$ cat src/rtl/int_alu.sv
module int_alu #(
  parameter int W = 32
) (
  input  logic [W-1:0] opa,
  input  logic [W-1:0] opb,
  input  logic [3:0]   opcode,
  output logic [W-1:0] res,
  output logic         zero_flag,
  output logic         ovf_flag
);

  localparam logic [3:0] C_ADD  = 4'h0;
  localparam logic [3:0] C_ADDU = 4'h1;
  localparam logic [3:0] C_SUB  = 4'h2;
  localparam logic [3:0] C_SUBU = 4'h3;
  localparam logic [3:0] C_AND  = 4'h4;
  localparam logic [3:0] C_OR   = 4'h5;
  localparam logic [3:0] C_XOR  = 4'h6;
  localparam logic [3:0] C_NOR  = 4'h7;
  localparam logic [3:0] C_SLT  = 4'hA;
  localparam logic [3:0] C_SLTU = 4'hB;

  logic         negate_b;
  logic [W-1:0] b_in;
  logic [W-1:0] sum;
  logic         carry_msb_in;
  logic         carry_out;
  logic         raw_ovf;
  logic         less_signed;
  logic         less_unsigned;

  assign negate_b = (opcode == C_SUB) || (opcode == C_SUBU) ||
                    (opcode == C_SLT) || (opcode == C_SLTU);
  assign b_in = opb ^ {W{negate_b}};

  always_comb begin
    logic c;
    c            = negate_b;
    carry_msb_in = 1'b0;
    sum          = '0;
    for (int i = 0; i < W; i++) begin
      if (i == W - 1) carry_msb_in = c;
      sum[i] = opa[i] ^ b_in[i] ^ c;
      c      = (opa[i] & b_in[i]) | (opa[i] & c) | (b_in[i] & c);
    end
    carry_out = c;
  end

  assign raw_ovf       = carry_msb_in ^ carry_out;
  assign less_signed   = sum[W-1] ^ raw_ovf;
  assign less_unsigned = ~carry_out;

  always_comb begin
    res = '0;
    unique case (opcode)
      C_ADD, C_ADDU, C_SUB, C_SUBU: res = sum;
      C_AND:  res = opa & opb;
      C_OR:   res = opa | opb;
      C_XOR:  res = opa ^ opb;
      C_NOR:  res = ~(opa | opb);
      C_SLT:  res = {{(W-1){1'b0}}, less_signed};
      C_SLTU: res = {{(W-1){1'b0}}, less_unsigned};
      default: res = '0;
    endcase
  end

  assign ovf_flag  = ((opcode == C_ADD) || (opcode == C_SUB)) & raw_ovf;
  assign zero_flag = ~|res;

endmodule

$ cat config.mk
export PLATFORM = sky130hd
export DESIGN_NAME = int_alu
export DESIGN_NICKNAME = d
export VERILOG_FILES = /design/src/rtl/int_alu.sv
export SDC_FILE = /design/constraint.sdc
export NUM_CORES = 1
export LEC_CHECK = 0
export BUFFER_PORTS_ARGS = -buffer_cell sky130_fd_sc_hd__buf_2
export CAP_MARGIN = 10
export CORE_MARGIN = 1.5
export CORE_UTILIZATION = 45
export DETAILED_ROUTE_END_ITERATION = 6
export GPL_TIMING_DRIVEN = 0
export PLACE_DENSITY = 0.67
export SYNTH_ARGS = -nofsm -noshare
export SYNTH_HDL_FRONTEND = slang
export SYNTH_SLANG_ARGS = --single-unit
$ cat constraint.sdc
create_clock -name vclk -period 23
set_input_delay 2.3 -clock vclk [all_inputs]
set_output_delay 2.3 -clock vclk [all_outputs]
set_load 0.01 [all_outputs]
==> impl_results.md, run 1 <==
- Fmax: 47.5 MHz
- Final net count: 722
- Worst Tran Pin Value: between 900 and 1000 ps
- Post-Synthesis Net Count: 620
- Slew HR: between 30% and 40%
- Hold/Removal Path Class: in2out
- Final setup fails: 0
- Share of layout cells above drive strength 1: a little under a quarter
- Worst path max stage delay: around 770 ps
- Leakage: around 2.4 nW
- Starting DRC count in detailed routing: 222
- Fill count: between 800 and 900
- Die Ht: around 96 microns
- Final TNS setup: 0 ps
- Post-CTS sizing: 0
- Die ar.: about 9000 sq um
- Vias/cell: approximately 5.3
- Finished Cell Area: 4490 sq um
- Die Width: roughly 96 microns
- Num sequential: 0
- Initial antenna violation count: 0
- WL/cell: roughly 17 microns
- N_diodes: 0
- Startpoint types: primary input
- First-pass GRT wire length: about 17000 microns
- Crit Path Max Fanout: 10
- Status: completed
- Fin crit period: approximately 21000 ps
- Postcts setup bufs: 0
- Clock buffer cells: 0
- Post-synthesis cell type count: 54
- Cell count after synthesis: between 400 and 500
- Critical path class: in2out
- Worst EP required: around 21000 ps
- Register area: 0 sq um
- I/O Pins: approximately 100
- CP Capture Type: output port
- RSZ-0062 raised after global routing: no
- Row cnt: 33
- Final hold viol count: 0
- Placed instance area: between 4000 and 5000 sq um
- Drt drc: 0
- Layout area overhead: 16.4%
- # port buffers: 100
- Commonest non-fill, non-tap cell in the layout: buf_2
- Vias in the first global route: approximately 3400
- Total global-route track usage: 24.2%
- Post-DP HPWL: between 9000 and 10000 microns
- Slew Viols, Final: 0
- Register area share after synthesis: 0%
- Worst Setup SP: opcode[2]
- Core area: ~8300 sq um
- Synth Warn #: 0
- Mapped cell area: a little under 4000 sq um
- RePlAce Congestion: approximately 0.9
- Detailed-route wire length: between 10000 and 15000 microns
- CP max-delay cell: buf_1
- Worst vdd ir: 0.0122 mV
- Crit path DAT: 18740 ps
- Largest net degree at the start of global routing: 11
- Final worst path period share: between 90 and 100%
- CTS Hold Buffers Added: 0
- First-pass DRT Iterations: 5
- CP endpoint: zero_flag
- Most frequent cells in the layout: buf_2 (104), inv_1 (71), ha_1 (64)
- Syn avg cell area: roughly 8.5 sq um
- Post-route ant nets: 0
- Via count: about 3500
- Most frequent CP cell: fa_1
- PD cells: about 27 nW/um^2
- Initial core utilization: between 40% and 50%
- MaxCap Viol Count: 0
- Gr ovfl total: 0
-- critical path, delay by kind of cell --
| kind | cells | cell delay [ps] |
|---|---|---|
| AND/OR/NAND/NOR | 4 | 640 |
| buffers and inverters | 8 | 1820 |
| adder cells (fa/ha/maj) | 31 | 13220 |
| AO/OA/AOI/OAI | 2 | 540 |
| XOR/XNOR | 1 | 230 |
-- routing by layer --
| metal | vias to the layer above | GRT usage (%) | routed length [microns] | share of wire [%] |
|---|---|---|---|---|
| met5 | - | 0 | 0 | 0 |
| met4 | 0 | 3.80 | 139 | 1.3 |
| met3 | 10 | 1.59 | 696 | 6.3 |
| met2 | 123 | 41.5 | 5260 | 48 |
| met1 | 1672 | 33.6 | 4970 | 45 |
| li1 | 1720 | - | - | - |
-- layout make-up --
type / count / area, sq um / share of cell area, %
multi-input cells: 357 / 3400 / 75.6
repair buffers: 100 / 500 / 11.1
inverters: 71 / 267 / 5.93
plain buffers: 28 / 196 / 4.37
well taps: 105 / 131 / 2.93
-- synth_stat cells, types with 2 or more instances --
cell      number  area (sq um)
nor3_1         5          25.0
nand2_1        9          33.8
clkbuf_1       8          30.0
xnor2_1       50           438
a211oi_1       6          45.0
nand2b_1       4          25.0
nor2b_1       16           100
a31oi_1        5          31.3
clkbuf_8       3          41.3
a22oi_1        7          52.6
buf_2          4          20.0
fa_1          32           641
o21ai_0       12          60.1
buf_6          4          45.0
o211a_1        6          60.1
and3_1         4          25.0
nor2_1        26          97.6
inv_1         71           267
a221oi_1       3          26.3
a22o_2         2          20.0
o22ai_1        7          43.8
mux2_2         6          67.6
buf_1          4          15.0
a222oi_1       2          20.0
xor2_1        14           123
buf_4          4          30.0
a21oi_1       12          60.1
nor3b_1        5          37.5
ha_1          64           801
mux2i_1       34           340
o21bai_1       4          30.0
-- per-stage QoR --
step | setup WS (ps) | total power [mW] | cells | util [%] | hold slack, ps
after floorplan | 3850 | 0.0782 | 456 | - | 4650
after global placement | 2110 | 0.116 | 661 | 54.4 | 4970
after detailed placement | 1980 | 0.119 | 661 | 54.4 | 4960
after CTS | 1930 | 0.120 | 661 | 54.4 | 4960
after global routing | 1330 | 0.133 | 661 | 54.4 | 5000
final | 1960 | 0.120 | 661 | 54.4 | 4970
-- cells by family (layout without fill, tap and decap cells) --
kind of cell | after synthesis | after routing | share of synthesized area, %
XOR/XNOR | 64 | 64 | 14.5
multiplexers | 41 | 41 | 11.0
AO/OA/AOI/OAI | 74 | 74 | 13.7
AND/OR/NAND/NOR | 82 | 82 | 11.5
adder cells (fa/ha/maj) | 96 | 96 | 37.4
buffers and inverters | 99 | 199 | 12.0
-- how the worst min path moves through the flow --
stage / start / slack (ps) / depth (start not counted) / to
global placement: opcode[3] / 4970 / 3 / res[12]
finish: opcode[3] / 4970 / 3 / res[12]
CTS: opcode[3] / 4960 / 3 / res[12]
floorplan: opcode[3] / 4650 / 1 / res[12]
detailed placement: opcode[3] / 4960 / 3 / res[12]
global route: opcode[3] / 5000 / 3 / res[12]
-- power breakdown --
group | total [mW] | leakage, nW | switching [mW] | internal, mW
Combinational | 0.120 | 2.40 | 0.0656 | 0.0542
Clock | 0 | 0 | 0 | 0
Sequential | 0 | 0 | 0 | 0
Total | 0.120 | 2.40 | 0.0656 | 0.0542
(Power assumes the default switching activity.)
==> inputs of run 2 (changes only) <==
--- a/config.mk
+++ b/config.mk
@@ -5,7 +5,7 @@
 export SDC_FILE = /design/constraint.sdc
 export NUM_CORES = 1
 export LEC_CHECK = 0
-export BUFFER_PORTS_ARGS = -buffer_cell sky130_fd_sc_hd__buf_2
+export BUFFER_PORTS_ARGS = -buffer_cell sky130_fd_sc_hd__buf_4
 export CAP_MARGIN = 10
 export CORE_MARGIN = 1.5
 export CORE_UTILIZATION = 45
==> run 2 against run 1 <==
Total power is 6.1% higher; critical path depth did not move; sequential share of layout area did not move; combinational power is 6% higher; worst hold slack worse by 41 ps; setup slack better by 130 ps; final cell count did not move; count of clock-buffer cells in the layout is the same; global-route usage up 0.39 points; die area unchanged; highest routed layer unchanged.
==> impl_results.md, run 2 (synthesis gave the netlist of run 1 again) <==
- Status: completed
- WL/cell: roughly 17 microns
- Detailed-route wire length: between 10000 and 15000 microns
- Post-route ant nets: 0
- Gr ovfl total: 0
- Num sequential: 0
- Post-CTS sizing: 0
- Most frequent cells in the layout: buf_4 (104), inv_1 (71), ha_1 (64)
- Placed Cells: ~660
- Die ar.: between 9000 and 10000 sq um
- Most frequent CP cell: fa_1
- Slew HR: approximately a third
- Starting DRC count in detailed routing: between 200 and 250
- First-pass GRT wire length: around 17000 microns
- CP max-delay cell: buf_1
- Register area: 0 sq um
- Fill count: a little under 800
- Slew Viols, Final: 0
- Worst vdd ir: approximately 0.012 mV
- N_diodes: 0
- Multi-input logic area: approximately 3400 sq um
- Post-DP HPWL: 9370 microns
- Worst path max stage delay: around 730 ps
- Share of layout cells above drive strength 1: 23.2%
- Row cnt: 33
- Final hold viol count: 0
- Die Width: between 90 and 100 microns
- Met3 GRT Util: approximately 2.5%
- First-pass DRT Iterations: 5
- Vias in the first global route: about 3500
- Via count: ~3600
- GRT busiest layer: met2
- RSZ-0062 raised after global routing: no
- Fmax: ~48 MHz
- Non-filler cells, final: between 600 and 700
- Initial antenna violation count: 0
- Initial core utilization: between 40% and 50%
- Postcts setup bufs: 0
- Layout area overhead: 22.9%
- Clock buffer cells: 0
- I/O Pins: 102
- Final worst path period share: between 90% and 100%
- Die Ht: around 96 microns
- Fin crit period: about 21000 ps
- Vias/cell: ~5.4
- Worst Tran Pin Value: 963 ps
- Crit Path Max Fanout: 10
- Leakage: 2.47 nW
- Worst EP required: 20700 ps
- RePlAce Congestion: approximately 0.90
- PD cells: 26.8 nW/um^2
- Final net count: roughly 720
- MaxCap Viol Count: 0
- Crit path DAT: between 15000 and 20000 ps
- Largest net degree at the start of global routing: 11
- Startpoint types: primary input
- Met2 Use GR: a little over two fifths
- CTS Hold Buffers Added: 0
- Final TNS setup: 0 ps
- Global Route met1 Usage: 33.8%
- Critical path class: in2out
- CP Capture Type: output port
- # port buffers: 100
- Final setup fails: 0
- Drt drc: 0
- Core area: 8260 sq um
- Hold/Removal Path Class: in2out
- Commonest non-fill, non-tap cell in the layout: buf_4
- Total global-route track usage: 24.6%
-- run 2: cell counts in the layout (fill, tap and decap cells not counted) --
Identical to the previous run, type by type.
-- run 2: final timing paths --
kind	end	startpoint	slack [ps]	depth (start not counted)
hold / removal	res[12]	opcode[3]	4930	3
setup / recovery	zero_flag	opcode[1]	2080	46
-- run 2: critical path, delay by kind of cell --
family / cells / cell delay [ps]
adder cells (fa/ha/maj): 31 / 13200
AND/OR/NAND/NOR: 4 / 630
XOR/XNOR: 1 / 210
AO/OA/AOI/OAI: 2 / 520
buffers and inverters: 8 / 1740
-- run 2: cell type report --
cell class         count  share of cell area, %
multi-input cells    357                   71.6
inverters             71                   5.62
plain buffers         28                   4.14
repair buffers       100                   15.8
well taps            105                   2.77
-- run 2: per-layer routing --
metal | wire, microns | share of wire, % | up-vias
met3 | 698 | 6.3 | 12
met2 | 5380 | 48 | 128
met4 | 157 | 1.4 | 0
li1 | - | - | 1722
met5 | 0 | 0 | -
met1 | 4930 | 44 | 1716
-- run 2: stage by stage --
stage	util [%]	power, mW	hold slack, ps	area, sq um	setup WS, ps
2_1_floorplan	-	0.0782	4650	3860	3850
3_3_place_gp	57.4	0.124	4930	4740	2080
3_5_place_dp	57.4	0.126	4920	4740	2070
4_1_cts	57.4	0.127	4930	4740	2040
5_1_grt	57.4	0.141	4960	4740	1450
6_report	57.4	0.127	4930	4740	2080
-- run 2: where the power goes --
part	switching (mW)	total (mW)	internal, mW
clock	0	0	0
combinational	0.0658	0.127	0.0613
sequential	0	0	0
==> inputs of run 3 (changes only) <==
--- a/config.mk
+++ b/config.mk
@@ -7,6 +7,7 @@
 export LEC_CHECK = 0
 export BUFFER_PORTS_ARGS = -buffer_cell sky130_fd_sc_hd__buf_4
 export CAP_MARGIN = 10
+export CORE_ASPECT_RATIO = 1.25
 export CORE_MARGIN = 1.5
 export CORE_UTILIZATION = 45
 export DETAILED_ROUTE_END_ITERATION = 6
==> run 3 against run 2 <==
Worst hold slack better by 0.96 ps; final area fell by 0.21%; critical path depth unchanged; via count hardly changed; largest power group unchanged; highest routed layer unchanged; die area is essentially flat; sequential share of layout area unchanged; utilization is 0.32 points lower; first-iteration DRC count is 8.2% lower; setup slack got worse by 91 ps.
==> impl_results.md, run 3 (synthesis gave the netlist of run 1 again) <==
- Post-route ant nets: 0
- Clock network fraction of design power: 0%
- GRT busiest layer: met2
- Via count: between 3000 and 4000
- Vias in the first global route: about 3700
- Register area: 0 sq um
- Clock buffer cells: 0
- Worst Setup SP: opcode[1]
- Final worst slack: between 1500 and 2000 ps
- Final setup fails: 0
- Worst Tran Pin Value: ~950 ps
- Crit path DAT: ~19000 ps
- I/O Pins: ~100
- Detailed-route wire length: 11300 microns
- RSZ-0062 raised after global routing: no
- Fin crit period: around 21000 ps
- Layout area overhead: 22.6%
- Hold/Removal Path Class: in2out
- PD cells: 26.7 nW/um^2
- Post-CTS sizing: 0
- Die ar.: 9140 sq um
- Global Route met1 Usage: around a third
- Starting DRC count in detailed routing: 191
- Slew Viols, Final: 0
- Hold_ws: 4930 ps
- Leakage: between 2 and 2.5 nW
- First-pass DRT Iterations: 5
- Switch share: roughly half
- CP max-delay cell: buf_1
- Final hold viol count: 0
- Final net count: 722
- Fmax: 47.6 MHz
- Most frequent CP cell: fa_1
- Status: completed
- Share of layout cells above drive strength 1: 23.2%
- CTS Hold Buffers Added: 0
- Vias/cell: about 5.5
- Final worst path period share: between 90% and 100%
- Worst EP required: 20700 ps
- Worst path max stage delay: 750 ps
- Internal power: between 60 and 70 uW
- Slew HR: between 30% and 40%
- Commonest non-fill, non-tap cell in the layout: buf_4
- Die Width: 85.8 microns
- Die Ht: roughly 110 microns
- Combinational power share: 100.0%
- N_diodes: 0
- Met2 Use GR: a little under half
- Postcts setup bufs: 0
- Hold Path Cell Cnt: 3
- Drt drc: 0
- WL/cell: 17.3 microns
- Post-DP HPWL: 9320 microns
- Initial antenna violation count: 0
- Initial core utilization: 46.6%
- RePlAce Congestion: about 0.9
- Met3 GRT Util: 1.40%
- Psw: approximately 65 uW
- First-pass GRT wire length: approximately 18000 microns
- Largest net degree at the start of global routing: 11
- Num sequential: 0
- MaxCap Viol Count: 0
- Worst vdd ir: 0.0119 mV
- Total global-route track usage: 25.5%
- Core area: roughly 8300 sq um
- # port buffers: 100
- Total chip power: around 130 uW
- Seq pwr share: 0%
- Startpoint types: primary input
- Post-place setup slack: 2010 ps
- Gr ovfl total: 0
- CP Capture Type: output port
- Critical path class: in2out
- Final TNS setup: 0 ps
- Most frequent cells in the layout: buf_4 (104), inv_1 (71), ha_1 (64)
- Crit Path Max Fanout: 10
- Row cnt: 37
- CP endpoint: zero_flag
==> run 3: power groups by stage <==
stage,Combinational [mW],Clock [mW],Sequential [mW]
2_1_floorplan,0.0782,0,0
3_5_place_dp,0.126,0,0
5_1_grt,0.140,0,0
3_3_place_gp,0.123,0,0
6_report,0.126,0,0
4_1_cts,0.127,0,0
==> run 3: worst min-delay path by stage <==
stage | end | slack [ps] | start
2_1_floorplan | res[12] | 4650 | opcode[3]
3_3_place_gp | res[12] | 4930 | opcode[3]
3_5_place_dp | res[12] | 4930 | opcode[3]
4_1_cts | res[12] | 4930 | opcode[3]
5_1_grt | res[12] | 4940 | opcode[3]
6_report | res[12] | 4930 | opcode[3]
==> run 3: routing by layer <==
layer | up-vias | wire [microns]
li1 | 1714 | -
met1 | 1687 | 4640
met2 | 151 | 5610
met3 | 27 | 643
met4 | 0 | 382
met5 | - | 0
==> run 3: layout make-up <==
type / instances / area (sq um)
Inverter: 71 / 267
Fill cell: 774 / 3560
Multi-Input combinational cell: 357 / 3400
Tap cell: 97 / 121
Timing Repair Buffer: 100 / 751
Buffer: 28 / 196
==> run 3: critical path: cells and delay by family <==
family                   cells  cell delay (ps)
AO/OA/AOI/OAI                2              580
XOR/XNOR                     1              220
adder cells (fa/ha/maj)     31            13220
buffers and inverters        8             1730
AND/OR/NAND/NOR              4              620
==> run 3: stage by stage <==
stage	area [sq um]	cells	util (%)
4_1_cts	4730	653	57.1
2_1_floorplan	3860	456	-
3_5_place_dp	4730	653	57.1
5_1_grt	4730	653	57.1
6_report	4730	653	57.1
3_3_place_gp	4730	653	57.1
